$ cat src/rtl/rfsh_pkg.sv
package rfsh_pkg;
  localparam logic [2:0] MODE_OFF = 3'b000;
  localparam logic [2:0] MODE_156 = 3'b001;
  localparam logic [2:0] MODE_78  = 3'b010;
  localparam logic [2:0] MODE_64  = 3'b011;

  // Strictness rank used when merging module needs.
  function automatic logic [1:0] mode_rank(input logic [2:0] m);
    case (m)
      MODE_64:  mode_rank = 2'd1;
      MODE_156: mode_rank = 2'd2;
      MODE_78:  mode_rank = 2'd3;
      default:  mode_rank = 2'd0;
    endcase
  endfunction

  function automatic logic class_bad(input logic [7:0] idx);
    class_bad = (idx == 8'd1) || (idx > 8'd5);
  endfunction

  function automatic logic [2:0] class_mode(input logic [7:0] idx);
    case (idx)
      8'd2:                   class_mode = MODE_78;
      8'd0, 8'd3, 8'd4, 8'd5: class_mode = MODE_156;
      default:                class_mode = MODE_OFF;
    endcase
  endfunction

  function automatic logic mode_legal(input logic [2:0] m);
    mode_legal = (m == MODE_156) || (m == MODE_78) || (m == MODE_64);
  endfunction
endpackage

$ cat src/rtl/rfsh_timer.sv
module rfsh_timer #(
  parameter int CLK_MHZ = 200
) (
  input  logic       clk,
  input  logic       rst,
  input  logic       active,
  input  logic [2:0] mode,
  output logic       tick
);
  import rfsh_pkg::*;
  localparam int LIM_156 = CLK_MHZ * 156 / 10;
  localparam int LIM_78  = CLK_MHZ * 78 / 10;
  localparam int LIM_64  = CLK_MHZ * 64;
  localparam int CW      = $clog2(LIM_64 + 1);

  logic [CW-1:0] cnt_q;
  logic [CW-1:0] lim;

  always_comb begin
    case (mode)
      MODE_156: lim = CW'(LIM_156);
      MODE_78:  lim = CW'(LIM_78);
      default:  lim = CW'(LIM_64);
    endcase
  end

  // >= lets a switch to a shorter interval expire at once.
  assign tick = active && (cnt_q >= lim - CW'(1));

  always_ff @(posedge clk) begin
    if (rst || !active || tick) cnt_q <= '0;
    else                        cnt_q <= cnt_q + CW'(1);
  end
endmodule

$ cat src/rtl/rfsh_pend.sv
module rfsh_pend #(
  parameter int PEND_MAX  = 8,
  parameter int TRFC_BASE = 14,
  parameter int PW        = $clog2(PEND_MAX + 1)
) (
  input  logic          clk,
  input  logic          rst,
  input  logic          active,
  input  logic          tick,
  input  logic          ack,
  input  logic [2:0]    trfc_code,
  output logic          ref_req,
  output logic          urgent,
  output logic          block,
  output logic [PW-1:0] pend
);
  localparam int BW = $clog2(TRFC_BASE + 1);

  logic [PW-1:0] pend_q, pend_n;
  logic [BW-1:0] busy_q;
  logic          take, inc;

  assign ref_req = (pend_q != '0) && (busy_q == '0);
  assign take    = ack && ref_req;
  assign inc     = tick && ((pend_q != PW'(PEND_MAX)) || take);

  always_comb begin
    pend_n = pend_q;
    if (inc)     pend_n = pend_n + PW'(1);
    if (take)    pend_n = pend_n - PW'(1);
    if (!active) pend_n = '0;
  end

  always_ff @(posedge clk) begin
    if (rst) begin
      pend_q <= '0;
      busy_q <= '0;
    end else begin
      pend_q <= pend_n;
      if (take)              busy_q <= BW'(TRFC_BASE) - BW'(trfc_code);
      else if (busy_q != '0) busy_q <= busy_q - BW'(1);
    end
  end

  assign urgent = (pend_q == PW'(PEND_MAX));
  assign block  = (busy_q != '0);
  assign pend   = pend_q;
endmodule

$ cat src/rtl/rfsh_merge.sv
module rfsh_merge #(
  parameter int N_MOD = 4,
  parameter int IDX_W = 4
) (
  input  logic                   clk,
  input  logic                   rst,
  input  logic [N_MOD-1:0]       present,
  input  logic [N_MOD*IDX_W-1:0] cls,
  output logic [2:0]             mode_o,
  output logic                   err_o
);
  import rfsh_pkg::*;

  logic [2:0] best;
  logic       bad;

  always_comb begin
    best = MODE_156;
    bad  = 1'b0;
    for (int i = 0; i < N_MOD; i++) begin
      if (present[i]) begin
        if (class_bad(8'(cls[i*IDX_W +: IDX_W]))) bad = 1'b1;
        if (mode_rank(class_mode(8'(cls[i*IDX_W +: IDX_W]))) > mode_rank(best))
          best = class_mode(8'(cls[i*IDX_W +: IDX_W]));
      end
    end
  end

  always_ff @(posedge clk) begin
    if (rst) begin
      mode_o <= MODE_156;
      err_o  <= 1'b0;
    end else begin
      mode_o <= best;
      err_o  <= bad;
    end
  end
endmodule

$ cat src/rtl/refresh_sched.sv
module refresh_sched #(
  parameter int CLK_MHZ   = 200,
  parameter int PEND_MAX  = 8,
  parameter int TRFC_BASE = 14,
  parameter int N_MOD     = 4,
  parameter int IDX_W     = 4,
  parameter int PW        = $clog2(PEND_MAX + 1)
) (
  input  logic                   clk,
  input  logic                   rst,
  input  logic                   rf_en,
  input  logic [2:0]             rf_mode,
  input  logic [2:0]             trfc_code,
  input  logic                   ref_ack,
  input  logic [N_MOD-1:0]       mod_present,
  input  logic [N_MOD*IDX_W-1:0] mod_class,
  output logic                   ref_req,
  output logic                   ref_urgent,
  output logic                   cmd_block,
  output logic [PW-1:0]          pend_cnt,
  output logic [2:0]             merged_mode,
  output logic                   merge_err
);
  import rfsh_pkg::*;

  logic active, tick;

  assign active = rf_en && mode_legal(rf_mode);

  rfsh_timer #(.CLK_MHZ(CLK_MHZ)) u_timer (
    .clk(clk), .rst(rst), .active(active), .mode(rf_mode), .tick(tick)
  );

  rfsh_pend #(.PEND_MAX(PEND_MAX), .TRFC_BASE(TRFC_BASE), .PW(PW)) u_pend (
    .clk(clk), .rst(rst), .active(active), .tick(tick), .ack(ref_ack),
    .trfc_code(trfc_code), .ref_req(ref_req), .urgent(ref_urgent),
    .block(cmd_block), .pend(pend_cnt)
  );

  rfsh_merge #(.N_MOD(N_MOD), .IDX_W(IDX_W)) u_merge (
    .clk(clk), .rst(rst), .present(mod_present), .cls(mod_class),
    .mode_o(merged_mode), .err_o(merge_err)
  );
endmodule

$ cat config.mk
export PLATFORM = sky130hd
export DESIGN_NAME = refresh_sched
export DESIGN_NICKNAME = d
export VERILOG_FILES = /design/src/rtl/rfsh_pkg.sv /design/src/rtl/rfsh_timer.sv /design/src/rtl/rfsh_pend.sv /design/src/rtl/rfsh_merge.sv /design/src/rtl/refresh_sched.sv
export SDC_FILE = /design/constraint.sdc
export NUM_CORES = 1
export LEC_CHECK = 0
export CORE_UTILIZATION = 30
export DETAILED_ROUTE_END_ITERATION = 12
export GPL_TIMING_DRIVEN = 0
export PLACE_DENSITY = 0.54
export SLEW_MARGIN = 40
export SYNTH_ARGS = -nofsm -noshare
export SYNTH_HDL_FRONTEND = slang
export SYNTH_SLANG_ARGS = --single-unit
export TNS_END_PERCENT = 1
$ cat constraint.sdc
create_clock -name clk -period 8.2 [get_ports clk]
set_clock_uncertainty 0.05 [all_clocks]
set_input_delay 1.64 -clock clk [delete_from_list [all_inputs] [get_ports clk]]
set_output_delay 1.64 -clock clk [all_outputs]
set_load 0.02 [all_outputs]
==> Yosys cells after proc, flatten, opt, wreduce, memory -nomap -nowiden <==
Cells that the tools add are included.
{ "totals": {"reg_bits": 26, "input_bits": 30, "output_inout_bits": 11, "wordCells": 139} }
{ "op_classes": {"add_sub_neg": 6, "n_lt_le_gt_ge": 9, "eq_ne": 46, "mux": 44, "bitwise_logic": 1, "reduce_logical": 28} }
{ "ops": {"columns": ["op", "count"], "rows": [
  ["$eq 3x2->1 const B", 16],
  ["$pmux 2 s3", 7],
  ["$mux 3", 12],
  ["$eq 4x2->1 const B", 8],
  ["$eq 4x3->1 const B", 8],
  ["$pmux 14 s2", 1],
  ["$eq 3x1->1 const B", 8],
  ["$logic_not 4->1", 5],
  ["$eq 4x1->1 const B", 4],
  ["$gt 4x3->1 const B", 4],
  ["$mux 2", 8],
  ["$mux 4", 4],
  ["$pmux 2 s2", 4],
  ["$reduce_or 4->1", 4],
  ["$add 14x1->14 const B", 1],
  ["$ge 14x14->1", 1],
  ["$sub 14x1->14 const B", 1],
  ["$logic_or 1x1->1", 9],
  ["$gt 2x2->1", 4],
  ["$mux 1", 8],
  ["$reduce_bool 4->1", 2],
  ["$sub 4x1->4 const B", 2],
  ["$logic_and 1x1->1", 5],
  ["$add 4x1->4 const B", 1],
  ["other kinds (7)", 7]
]} }

==> Depth between registers and ports, before layout <==
{ "depth": {"depth_word": 28, "mapped_depth": 29, "ltp_nobuf": 28} }

==> Cells and area by module <==
From an unflattened synthesis, not the netlist that was laid out.
{ "hier_totals": {"hier_cells": 272, "hier_area_um2": 2362.3} }
{ "modules_own_cells": {"columns": ["mod", "instances", "cells_per_inst", "area_each_um2", "seq_area_each_um2"], "rows": [
  ["rfsh_timer", 1, 103, 953.4, 280.3],
  ["rfsh_merge", 1, 95, 755.7, 60.1],
  ["rfsh_pend", 1, 72, 636.9, 160.2],
  ["refresh_sched", 1, 2, 16.3, 0.0]
]} }

==> Worst setup path before layout <==
Ideal clock, no wire load.
{ "synth_path": {"path_type": "input -> register", "start": "in mod_class[4]", "end": "reg u_merge.mode_o[0]", "setup_time_ns": 0.120, "arrival_ns": 6.258, "path_slack_ns": 1.773, "path_stages": 19, "n_path_buf": 0, "cell_sequence": "or4b_2 ha_1 ha_1 nor2b_1 o211ai_1 mux2_2 ha_1 ha_1 nor2b_1 o211ai_1 mux2i_1 inv_1 ha_1 inv_1 ha_1 nor2b_1 o211ai_1 nor2_1 a211o_1"} }
{ "synth_via": {"elab_chain_cells": 22, "elab_cells_between_ends": 32} }
{ "synth_lines": {"columns": ["item", "line", "text"], "rows": [
  ["from (decl)", "refresh_sched.sv:16", "input logic [N_MOD*IDX_W-1:0] mod_class,"],
  ["$eq 4x2->1 (tied with other cells)", "rfsh_pkg.sv:22", "case (idx)"],
  ["$reduce_or 4->1", "rfsh_pkg.sv:22", null],
  ["$pmux 2 s2 (*)", "rfsh_pkg.sv:22", null],
  ["$mux 3", "rfsh_merge.sv:21", "if (present[i]) begin"],
  ["$eq 3x2->1 or $eq 3x1->1 (tied branches)", "rfsh_pkg.sv:9", "case (m)"],
  ["$pmux 2 s3", "rfsh_pkg.sv:9", null],
  ["$mux 2", "rfsh_merge.sv:21", null],
  ["$gt 2x2->1", "rfsh_merge.sv:23", "if (mode_rank(class_mode(8'(cls[i*IDX_W +: IDX_W]))) > mode_rank(best))"],
  ["[6 not listed]", null, null],
  ["$mux 3", "rfsh_merge.sv:23", null],
  ["$mux 3 (*)", "rfsh_merge.sv:21", null],
  ["$eq 3x2->1 or $eq 3x1->1 (tied branches)", "rfsh_pkg.sv:9", null],
  ["$pmux 2 s3", "rfsh_pkg.sv:9", null],
  ["$mux 2", "rfsh_merge.sv:21", null],
  ["$gt 2x2->1", "rfsh_merge.sv:23", null],
  ["$mux 3", "rfsh_merge.sv:23", null],
  ["$mux 3 (*)", "rfsh_merge.sv:21", null],
  ["to (signal assigned)", "rfsh_merge.sv:34", "mode_o <= best;"],
  ["to (decl)", "rfsh_merge.sv:9", "output logic [2:0] mode_o,"]
]} }
Mark *: on every way between the ends. The rest lies on a longest branch, timed or not. The select of a mux whose other input is x is not followed.
A chain may end at the register's enable or synchronous reset.

==> Worst setup path after layout <==
{ "layout_path": {"start": "in mod_class[5]", "end": "reg u_merge.mode_o[0]"} }
The elaborated chain is that of the path after synthesis.

==> impl_table.tex <==
\begin{tabular}{lr}
\hline
Metric & Value \\
\hline
\multicolumn{2}{l}{\textbf{Setup path}} \\
\quad Worst EP required & just over 8000 ps \\
\quad Terminus of the critical flop-to-flop path & u\_pend.pend[2]\$\_SDFF\_PP0\_ \\
\quad Largest fanout of any net on the critical path & 4 \\
\quad Worst-case register-to-register setup slack & 5360 ps \\
\quad Critical register-to-register path startpoint & u\_pend.pend[0]\$\_SDFF\_PP0\_ \\
\quad Endpoint arrival time on the critical path & approximately 7000 ps \\
\quad Length in cells of the worst reg-to-reg path & 12 \\
\quad Setup crit end kind & flop \\
\quad Startpoint type of the worst setup path & input port \\
\quad Critical path class & input port to flop \\
\multicolumn{2}{l}{\textbf{Drt}} \\
\quad Via count & roughly 1,900 \\
\quad Vias per inst & roughly 4.6 \\
\quad Met2 routed wirelength & about 1.9 mm \\
\quad Number of antenna-violating nets in the routed design & 0 \\
\quad Detailed Routing Iterations Pass 1 & 4 \\
\quad Detailed router's first-iteration violation count & 39 \\
\quad Uppermost layer routed & met4 \\
\quad Met3 wire length & 113 um \\
\quad Wire length per cell & 10.4 um \\
\quad Met1 wire length & $\sim$2.2 mm \\
\quad Number of design rule violations left after detail routing & 0 \\
\quad Sum of routed wire length over all layers & 4.22 mm \\
\multicolumn{2}{l}{\textbf{Yosys}} \\
\quad Syn Inst Count & 268 \\
\quad Cell taking the most area after synthesis & sky130\_fd\_sc\_hd\_\_dfxtp\_1 \\
\quad Share of flip-flops with an asynchronous set or reset after synthesis & 0 \\
\quad Total of warnings raised by yosys & 0 \\
\quad Yosys reg bits & 25 \\
\quad Synthesized area divided by synthesized cell count & 8.12 um\^{}2 \\
\quad Largest cells by area after synthesis & sky130\_fd\_sc\_hd\_\_dfxtp\_1 23\%, sky130\_fd\_sc\_hd\_\_ha\_1 21\%, sky130\_fd\_sc\_hd\_\_nor2\_1 6.4\%, sky130\_fd\_sc\_hd\_\_xor2\_1 4.4\%, sky130\_fd\_sc\_hd\_\_nand2\_1 4.1\% \\
\quad Sequential-to-total area share from yosys stat & 0.230 \\
\quad Cell area after synthesis & about 2200 um\^{}2 \\
\quad Proportion of netlist area held by the largest area contributor & 0.230 \\
\quad Commonest register cell after synthesis & sky130\_fd\_sc\_hd\_\_dfxtp\_1 \\
\quad Net count of the mapped netlist & 334 \\
\quad Number of synthesized flops with an enable pin & 0 \\
\quad Distinct cell type count of the synthesized netlist & 49 \\
\multicolumn{2}{l}{\textbf{Status}} \\
\quad Result of the run & completed \\
\multicolumn{2}{l}{\textbf{Power and ir drop}} \\
\quad Comb pwr share & 0.381 \\
\quad Leakage & approximately 0.0011 uW \\
\quad Part of the power in the clock network & 0.209 \\
\quad Worst supply voltage drop on vdd & 0.0492 mV \\
\quad Net Sw Frac & 0.328 \\
\quad Share of total power in sequential cells & 0.410 \\
\quad Internal power & $\sim$230 uW \\
\quad Pwr per Cell Area & 126 nW/um\^{}2 \\
\quad Switching Power & 112 uW \\
\multicolumn{2}{l}{\textbf{Place}} \\
\quad Post-DP HPWL & $\sim$3.5 mm \\
\quad Instance count after placement with tap cells included & 402 \\
\quad Number of input and output port buffers inserted & 38 \\
\quad Placer Congestion & 0.701 \\
\quad DP Area & between 2000 and 3000 um\^{}2 \\
\multicolumn{2}{l}{\textbf{Min path}} \\
\quad Worst Hold Path Cells & 1 \\
\quad Start point of the worst hold path & u\_timer.cnt\_q[0]\$\_SDFF\_PP0\_ \\
\quad Path type of the worst min-delay path & flop to flop \\
\quad End point of the worst hold path & u\_timer.cnt\_q[0]\$\_SDFF\_PP0\_ \\
\multicolumn{2}{l}{\textbf{Finish}} \\
\quad Final core utilization & 0.394 \\
\quad Final standard cell area without fillers & between 2000 and 3000 um\^{}2 \\
\quad \# diodes & 0 \\
\quad Area growth from synthesis to final layout & 25.1\% \\
\quad Cell Count, Final, Fillers Out & 406 \\
\quad Nets & between 300 and 400 \\
\quad Ratio of cells with drive above 1 in the final layout & 0.0710 \\
\quad Filler cell count in the final layout & about 750 \\
\multicolumn{2}{l}{\textbf{CTS}} \\
\quad Sink Count & 25 \\
\quad Hold-fix buffer count after cts & 0 \\
\quad Clock root buffer master & sky130\_fd\_sc\_hd\_\_clkbuf\_8 \\
\quad Worst-Skew Late Latency & around 260 ps \\
\quad Number of H-tree branching levels & 1 \\
\quad Maximum clock path buffer count & 2 \\
\quad Post-CTS setup buffer count & 0 \\
\quad CTS tree & yes \\
\quad CTS-repair resized insts & 0 \\
\quad CTS buffer count & 3 \\
\quad Clock transition time at the flip-flop clock pins of the worst setup and hold paths & 80 ps \\
\multicolumn{2}{l}{\textbf{STA}} \\
\quad Number of hold violations in the final report & 0 \\
\quad Unrepaired setup endpoints after global routing & false \\
\quad Min cycle time layout & slightly below 7000 ps \\
\quad \# setup viols final & 0 \\
\quad Top achievable clock speed & about 140 MHz \\
\quad Share of the clock period used by the worst path after layout & 0.842 \\
\quad Post-route setup TNS & 0 ps \\
\quad Max-slew violation count & 0 \\
\multicolumn{2}{l}{\textbf{Die}} \\
\quad Total die area & 7600 um\^{}2 \\
\quad Die Y-Extent & 87.2 um \\
\quad Core region area & 6910 um\^{}2 \\
\quad Die width & 87.2 um \\
\quad Num rows & 30 \\
\quad Number of top-level design ports & just over 40 \\
\quad Effective utilization at floorplan & 0.315 \\
\multicolumn{2}{l}{\textbf{Flow run}} \\
\quad Max-Cap Viols & 0 \\
\multicolumn{2}{l}{\textbf{Global route}} \\
\quad Antenna violations before repair & 0 \\
\quad Wire length of the first global-routing pass & 7.55 mm \\
\quad Gr usage total & 0.121 \\
\quad Number of global-route vias before repair & 1,746 \\
\quad Aggregate global routing overflow & 0 \\
\quad Maximum number of pins on one net before global-route repair & 15 \\
\hline
\end{tabular}
==> layer usage <==
metal | global-route usage | up-vias
li1 | - | 1015
met1 | 0.164 | 813
met2 | 0.204 | 21
met3 | 0.0209 | 2
met4 | 0.0179 | 0
met5 | 0 | -
==> power by group through the flow <==
stage | sequential, uW | combinational, uW | clock, uW
after floorplan | 143 | 87.7 | 0
after global placement | 143 | 130 | 0
after detailed placement | 144 | 131 | 0
after CTS | 141 | 132 | 77.4
after global routing | 142 | 151 | 82.1
final | 140 | 131 | 71.7
==> worst max path at each step <==
stage                            start                           end  slack, ps  cells after the start
after floorplan           mod_class[4]  u_merge.mode_o[0]$_SDFF_PP1_       1770                     19
after global placement    mod_class[5]  u_merge.mode_o[0]$_SDFF_PP1_       1020                     21
after detailed placement  mod_class[5]  u_merge.mode_o[0]$_SDFF_PP1_        960                     20
after CTS                 mod_class[5]  u_merge.mode_o[0]$_SDFF_PP1_       1260                     20
after global routing      mod_class[5]  u_merge.mode_o[0]$_SDFF_PP1_        860                     21
final                     mod_class[5]  u_merge.mode_o[0]$_SDFF_PP1_       1300                     21
==> critical path, cell delays in order <==
cell and delay (ps):
sky130_fd_sc_hd__clkdlybuf4s50_1 520, sky130_fd_sc_hd__or4b_2 620, sky130_fd_sc_hd__ha_1 320, sky130_fd_sc_hd__ha_1 300
sky130_fd_sc_hd__nor2b_1 130, sky130_fd_sc_hd__o211ai_1 260, sky130_fd_sc_hd__mux2i_1 340, sky130_fd_sc_hd__inv_1 100
sky130_fd_sc_hd__ha_1 290, sky130_fd_sc_hd__ha_1 280, sky130_fd_sc_hd__nor2b_1 130, sky130_fd_sc_hd__o211ai_1 260
sky130_fd_sc_hd__mux2i_1 400, sky130_fd_sc_hd__inv_1 80, sky130_fd_sc_hd__ha_1 280, sky130_fd_sc_hd__inv_1 40
sky130_fd_sc_hd__ha_1 270, sky130_fd_sc_hd__nor2b_1 130, sky130_fd_sc_hd__o211ai_1 270, sky130_fd_sc_hd__nor2_1 70
sky130_fd_sc_hd__a211o_1 270
==> layout make-up <==
class | count | area [um^2] | share of cell area
Tap cell | 96 | 120 | 0.0441
Clock inverter | 1 | 5.00 | 0.00184
Inverter | 20 | 75.1 | 0.0276
Multi-Input combinational cell | 216 | 1570 | 0.575
Sequential cell | 25 | 500 | 0.184
Timing Repair Buffer | 38 | 380 | 0.140
Buffer | 7 | 35.0 | 0.0129
Clock buffer | 3 | 41.3 | 0.0152
==> flip-flops by register name, indices dropped and copies added (netlist names) <==
register	flops
u_merge.err_o	1
u_merge.mode_o	2
u_pend.busy_q	4
u_pend.pend	4
u_timer.cnt_q	14
==> Yosys cell counts (3+ instances only) <==
master	instances
sky130_fd_sc_hd__nand2b_1	6
sky130_fd_sc_hd__ha_1	36
sky130_fd_sc_hd__and4b_1	3
sky130_fd_sc_hd__nand4_1	4
sky130_fd_sc_hd__o211ai_1	5
sky130_fd_sc_hd__nor2b_1	3
sky130_fd_sc_hd__nand3_1	10
sky130_fd_sc_hd__and3_1	3
sky130_fd_sc_hd__o21ai_0	4
sky130_fd_sc_hd__mux2i_1	4
sky130_fd_sc_hd__nand2_1	24
sky130_fd_sc_hd__or4b_2	3
sky130_fd_sc_hd__xor2_1	11
sky130_fd_sc_hd__nor2_1	37
sky130_fd_sc_hd__inv_1	20
sky130_fd_sc_hd__xnor2_1	7
sky130_fd_sc_hd__nor3b_1	4
sky130_fd_sc_hd__clkbuf_1	3
sky130_fd_sc_hd__dfxtp_1	25
sky130_fd_sc_hd__or2_2	4
sky130_fd_sc_hd__a21oi_1	15
sky130_fd_sc_hd__o21ai_1	3
==> per-stage QoR <==
step	power (uW)	worst slack [ps]	hold WS, ps
after detailed placement	275	960	390
after global placement	273	1020	382
after global routing	375	861	449
after CTS	350	1260	409
after floorplan	230	1770	368
final	343	1300	406
==> cell families after synthesis <==
kind of cell	synth area share
other	0.00172
flip-flops	0.230
buffers and inverters	0.0506
AO/OA/AOI/OAI	0.121
multiplexers	0.0236
XOR/XNOR	0.0828
adder cells (fa/ha/maj)	0.207
AND/OR/NAND/NOR	0.284
==> cells in the final DEF (no fill, tap or decap), types with 5 or more instances in the layout <==
cell type	Yosys	routed
sky130_fd_sc_hd__o211ai_1	5	5
sky130_fd_sc_hd__nand2b_1	6	6
sky130_fd_sc_hd__a21oi_1	15	15
sky130_fd_sc_hd__inv_1	20	20
sky130_fd_sc_hd__nand2_1	24	24
sky130_fd_sc_hd__dfxtp_1	25	25
sky130_fd_sc_hd__ha_1	36	36
sky130_fd_sc_hd__nand3_1	10	10
sky130_fd_sc_hd__clkdlybuf4s50_1	0	38
sky130_fd_sc_hd__nor2_1	37	37
sky130_fd_sc_hd__xor2_1	11	11
sky130_fd_sc_hd__xnor2_1	7	7
No activity file was read; power rests on OpenSTA's default activity.
